===== src/rtl/fpm_dram_ctrl.sv =====
module fpm_dram_ctrl #(
  parameter int AW      = 4,
  parameter int DW      = 8,
  parameter int T_RP    = 2,
  parameter int T_RCD   = 2,
  parameter int T_CAS   = 1,
  parameter int IDLE_TO = 16
) (
  input  logic          clk,
  input  logic          rst_n,
  input  logic          req_valid,
  output logic          req_ready,
  input  logic          req_we,
  input  logic [2*AW-1:0] req_addr,
  input  logic [DW-1:0] req_wdata,
  output logic          rsp_valid,
  output logic [DW-1:0] rsp_rdata,
  output logic          dram_ras_n,
  output logic          dram_cas_n,
  output logic          dram_we_n,
  output logic [AW-1:0] dram_addr,
  output logic [DW-1:0] dram_dq_out,
  output logic          dram_dq_oe,
  input  logic [DW-1:0] dram_dq_in
);
  localparam int TW = 8;
  localparam int IW = $clog2(IDLE_TO + 1);

  typedef enum logic [1:0] {S_IDLE, S_PRE, S_ACT, S_CAS} state_t;

  state_t        state;
  logic [TW-1:0] cnt;
  logic [IW-1:0] idle_cnt;
  logic          row_open, pend, cur_we;
  logic [AW-1:0] open_row, cur_col;
  logic [DW-1:0] cur_wd;

  wire [AW-1:0] req_row = req_addr[2*AW-1:AW];
  wire [AW-1:0] req_col = req_addr[AW-1:0];
  wire          accept  = req_valid && req_ready;
  wire          in_cas  = (state == S_CAS);

  assign req_ready   = (state == S_IDLE);
  assign dram_ras_n  = ~row_open;
  assign dram_cas_n  = ~in_cas;
  assign dram_we_n   = ~(in_cas && cur_we);
  assign dram_dq_oe  = in_cas && cur_we;
  assign dram_dq_out = cur_wd;
  assign dram_addr   = in_cas ? cur_col : open_row;

  always_ff @(posedge clk) begin
    if (!rst_n) begin
      state     <= S_IDLE;
      cnt       <= '0;
      idle_cnt  <= '0;
      row_open  <= 1'b0;
      pend      <= 1'b0;
      cur_we    <= 1'b0;
      open_row  <= '0;
      cur_col   <= '0;
      cur_wd    <= '0;
      rsp_valid <= 1'b0;
      rsp_rdata <= '0;
    end else begin
      rsp_valid <= 1'b0;
      case (state)
        S_IDLE: begin
          if (accept) begin
            open_row <= req_row;
            cur_col  <= req_col;
            cur_we   <= req_we;
            cur_wd   <= req_wdata;
            idle_cnt <= '0;
            if (row_open && req_row == open_row) begin
              state <= S_CAS;
              cnt   <= TW'(T_CAS - 1);
            end else if (row_open) begin
              row_open <= 1'b0;
              pend     <= 1'b1;
              state    <= S_PRE;
              cnt      <= TW'(T_RP - 1);
            end else begin
              row_open <= 1'b1;
              state    <= S_ACT;
              cnt      <= TW'(T_RCD - 1);
            end
          end else if (row_open) begin
            if (idle_cnt == IW'(IDLE_TO - 1)) begin
              row_open <= 1'b0;
              pend     <= 1'b0;
              state    <= S_PRE;
              cnt      <= TW'(T_RP - 1);
              idle_cnt <= '0;
            end else begin
              idle_cnt <= idle_cnt + 1'b1;
            end
          end
        end
        S_PRE: begin
          if (cnt == '0) begin
            if (pend) begin
              row_open <= 1'b1;
              state    <= S_ACT;
              cnt      <= TW'(T_RCD - 1);
            end else begin
              state <= S_IDLE;
            end
          end else begin
            cnt <= cnt - 1'b1;
          end
        end
        S_ACT: begin
          if (cnt == '0) begin
            state <= S_CAS;
            cnt   <= TW'(T_CAS - 1);
          end else begin
            cnt <= cnt - 1'b1;
          end
        end
        default: begin
          if (cnt == '0) begin
            state <= S_IDLE;
            if (!cur_we) begin
              rsp_valid <= 1'b1;
              rsp_rdata <= dram_dq_in;
            end
          end else begin
            cnt <= cnt - 1'b1;
          end
        end
      endcase
    end
  end
endmodule


===== config.mk =====
export PLATFORM = sky130hd
export DESIGN_NAME = fpm_dram_ctrl
export DESIGN_NICKNAME = d
export VERILOG_FILES = /design/src/rtl/fpm_dram_ctrl.sv
export SDC_FILE = /design/constraint.sdc
export NUM_CORES = 1
export LEC_CHECK = 0
export ABC_CLOCK_PERIOD_IN_PS = 4110
export BUFFER_PORTS_ARGS = -buffer_cell sky130_fd_sc_hd__buf_2
export CAP_MARGIN = 40
export CORE_MARGIN = 4
export CORE_UTILIZATION = 38
export DETAILED_ROUTE_END_ITERATION = 10
export PLACE_DENSITY_LB_ADDON = 0.1
export RECOVER_POWER = 100
export SYNTH_ARGS = -nofsm -noshare
export SYNTH_HDL_FRONTEND = slang
export SYNTH_SLANG_ARGS = --single-unit

===== constraint.sdc =====
create_clock -name clk -period 4.11 [get_ports clk]
set_input_delay 0.2055 -clock clk [delete_from_list [all_inputs] [get_ports clk]]
set_output_delay 0.2055 -clock clk [all_outputs]
set_load 0.01 [all_outputs]

==> results.json <==
{
  "outcome": "finished, final reports clean",
  "clkSinkCount": 43,
  "die_w_um": 82.40,
  "cts-hold-fix-buffers": 0,
  "pwr-share-seq_pct": 35.3,
  "max-slew-margin-rel_pct": 39.59,
  "fmax_mhz": 390.8,
  "grt_antenna_before_repair": 0,
  "cts_root_buf": "sky130_fd_sc_hd__clkbuf_8",
  "totalNegativeSetupSlack_ns": 0,
  "detail_route.iter0.violations": 83,
  "switching_power_summed_over_all_nets_mw": 0.6787,
  "power.share.combinational_pct": 44.1,
  "num_io_pins": 54,
  "worst_clock_skew_ns": 0.008543,
  "power.internal_mw": 1.007,
  "ys_top_cells_by_area": "sky130_fd_sc_hd__dfxtp_1 41%, sky130_fd_sc_hd__nand2_1 8.6%, sky130_fd_sc_hd__a21boi_0 6.4%",
  "number_of_placement_rows": 26,
  "final_critical_path_setup_slack_ns": 1.551,
  "syn_area_sq_um": 2103,
  "antenna_cells_inserted": 0,
  "yosys-mux-area-fraction_pct": 5.949,
  "flow.area_growth_from_synthesis_pct": 18.32,
  "drv_cap": 0,
  "timing.hold.worst_endpoint": "dram_dq_out[5]",
  "setup_viol": 0,
  "hold_class": "in -> reg",
  "count_of_warnings_emitted_by_yosys": 0,
  "p_leak_nw": 1.055,
  "final-hold-violation-count": 0,
  "fp.dieH_um": 82.40,
  "synthesis.nets": 275,
  "nNetsFinal": 325,
  "hold-path-cell-count": 3,
  "grt_start_max_net_pins": 38,
  "number_of_max_slew_violations_in_the_final_report": 0,
  "postCtsSetupBuffers": 0,
  "asyncSetResetFlopFracSynth_pct": 0,
  "synth_top_flop_cell": "sky130_fd_sc_hd__dfxtp_1",
  "r2r_cells": 6,
  "proportion_of_netlist_area_held_by_the_largest_area_contributor_pct": 40.93,
  "finalCritPeriodShare_pct": 62.26,
  "timing.critical_path.to_type": "flop",
  "syn_inst": 240,
  "timing.setup.critical_path_class": "reg -> reg",
  "timing.critical_path.from_type": "flop",
  "critPathArrivalTime_ns": 2.70,
  "synth-xor-area-share_pct": 4.164,
  "swShare_pct": 40.27,
  "placeableCoreArea_sq_um": 5238,
  "synth_cell_type_count": 45,
  "htree_num_levels": 2,
  "hold-worst-slack_ns": 0.1480,
  "rsz0062_at_grt": "no",
  "cp_max_fo": 11,
  "initial_utilization_pct": 40.16,
  "drt-pass1-iter-count": 4,
  "cp.required_ns": 4.26,
  "worst_ir_drop_vdd_mv": 0.3088,
  "final_cell_mix": "48 x sky130_fd_sc_hd__nand2_1, 43 x sky130_fd_sc_hd__dfxtp_1, 27 x sky130_fd_sc_hd__buf_2",
  "synth_compound_area_share_pct": 18.38,
  "dominant_combinational_cell_family_by_area_after_synthesis": "simple AND/OR/NAND/NOR gates",
  "port_buffers": 53,
  "route.detailed.drc": 0,
  "pwr_density_cell_nw_per_um2": 677.3,
  "cts_buffers": 5,
  "period_needed_ns": 2.559,
  "clock_tree.buffer_depth": 2,
  "synth-edff-count": 0,
  "clkSlewWorstSetupHoldPaths_ns": 0.09,
  "part_of_the_yosys_area_used_for_sequential_elements_pct": 40.93,
  "grt_overflow": 0,
  "synth_area_per_cell_sq_um": 8.764,
  "routedWlPerCell_um": 12.52,
  "grt_pass1_vias": 1698,
  "detail_route.vias_per_cell": 4.917,
  "worst_skew_pair.late_latency_ns": 0.29,
  "synth_seq_cells": 43,
  "synthAdderAreaFrac_pct": 4.164,
  "total_power_mw": 1.686,
  "global_route_wire_length_before_repair_um": 7631,
  "aggregate_routed_wire_length_um": 4521,
  "cts_repair_resize_count": 0,
  "post-place-ws_ns": 1.855,
  "worstReg2RegStart": "idle_cnt[0]",
  "synth-simple-area-share_pct": 22.55,
  "cts_tree": "done",
  "reg2reg_setup_slack_ns": 1.55,
  "worst_slew_pin_slew_ns": 0.8984,
  "drive_gt1_share_pct": 15.81,
  "vias": 1775,
  "track_usage_pct": 14.36,
  "crit-reg2reg-capture": "cnt[2]",
  "drtAntennaViolNets": 0,
  "final_common_cell": "sky130_fd_sc_hd__nand2_1",
  "post-synth-top-area-cell": "sky130_fd_sc_hd__dfxtp_1",
  "globalplace.congestion": 0.7584,
  "place_hpwl_um": 3238,
  "die-area_sq_um": 6789,
  "hp-start": "req_wdata[5]",
  "power.share.clock_pct": 20.6
}
worst max-delay path by stage:
stage                start      endpoint  slack [ns]  cells after the start
2_1_floorplan     state[1]        cnt[1]        2.29                      7
3_3_place_gp        cnt[0]  rsp_rdata[6]        1.94                      7
3_5_place_dp        cnt[0]  rsp_rdata[2]        1.86                      7
4_1_cts             cnt[0]  rsp_rdata[2]        1.86                      7
5_1_grt        idle_cnt[0]        cnt[2]        1.25                      6
6_report       idle_cnt[0]        cnt[2]        1.55                      6
Yosys cell counts, types with 2 or more instances:
| cell | n |
|---|---|
| sky130_fd_sc_hd__ha_1 | 7 |
| sky130_fd_sc_hd__nor3b_1 | 2 |
| sky130_fd_sc_hd__and3_1 | 2 |
| sky130_fd_sc_hd__nand3_1 | 5 |
| sky130_fd_sc_hd__a21boi_0 | 18 |
| sky130_fd_sc_hd__nand2_1 | 48 |
| sky130_fd_sc_hd__dfxtp_1 | 43 |
| sky130_fd_sc_hd__inv_1 | 8 |
| sky130_fd_sc_hd__o21ai_0 | 5 |
| sky130_fd_sc_hd__nand4_1 | 4 |
| sky130_fd_sc_hd__buf_2 | 4 |
| sky130_fd_sc_hd__mux2i_1 | 8 |
| sky130_fd_sc_hd__nor2_1 | 15 |
| sky130_fd_sc_hd__xor2_1 | 10 |
| sky130_fd_sc_hd__and2_1 | 2 |
| sky130_fd_sc_hd__o21a_1 | 2 |
| sky130_fd_sc_hd__nor3_1 | 4 |
| sky130_fd_sc_hd__a211oi_1 | 2 |
| sky130_fd_sc_hd__clkbuf_1 | 6 |
| sky130_fd_sc_hd__mux2_2 | 4 |
| sky130_fd_sc_hd__nor2b_1 | 10 |
| sky130_fd_sc_hd__a21oi_1 | 8 |
logic make-up (layout without fill, tap and decap cells):
logic type / Yosys count / after routing
xor+xnor: 10 / 10
buf+inv: 20 / 71
flops: 43 / 43
fa+ha+maj: 7 / 7
simple gates: 99 / 99
compound gates: 49 / 49
mux: 12 / 12
through the flow:
| step | std cells | util, % | cell area, sq um |
|---|---|---|---|
| finish | 361 | 47.52 | 2489 |
| global placement | 353 | 46.13 | 2416 |
| detailed placement | 353 | 46.13 | 2416 |
| floorplan | 240 | - | 2103 |
| CTS | 361 | 48.45 | 2537 |
| global route | 361 | 47.52 | 2489 |
flip-flops by register name, indices dropped and copies added, names as in the netlist:
| signal | cells |
|---|---|
| cnt | 8 |
| dram_dq_out | 8 |
| rsp_rdata | 8 |
| idle_cnt | 5 |
| cur_col | 4 |
| open_row | 4 |
| state | 2 |
| cur_we | 1 |
| pend | 1 |
| row_open | 1 |
| rsp_valid | 1 |
layer usage:
metal / part of all wire [%] / global-route usage, %
met5: 0 / 0
met4: 0.77 / 4.485
met3: 4.8 / 3.688
met2: 45 / 24.20
met1: 49 / 17.83
worst max-delay path: stages, from the launching register on:
cell and delay [ns]:
sky130_fd_sc_hd__dfxtp_1 0.37, sky130_fd_sc_hd__ha_1 0.20, sky130_fd_sc_hd__nand2_1 0.10, sky130_fd_sc_hd__o311ai_2 0.63, sky130_fd_sc_hd__nand2_1 0.20, sky130_fd_sc_hd__o31ai_1 0.81
sky130_fd_sc_hd__nor2_1 0.11
layout make-up:
| type | instances | area, sq um |
|---|---|---|
| fillers | 566 | 2749 |
| multi-input cells | 177 | 1145 |
| flip-flops and latches | 43 | 860.8 |
| repair buffers | 54 | 240.2 |
| well taps | 70 | 87.58 |
| clock buffers | 6 | 82.58 |
| clock inverters | 2 | 38.79 |
| inverters | 9 | 33.78 |
power groups by stage:
stage	registers, mW	logic [mW]	clock network (mW)
final	0.595	0.743	0.347
after global routing	0.610	0.854	0.377
after CTS	0.595	0.791	0.361
after detailed placement	0.605	0.788	0
after global placement	0.603	0.790	0
after floorplan	0.591	0.618	0
No activity file was read; power rests on OpenSTA's default activity.
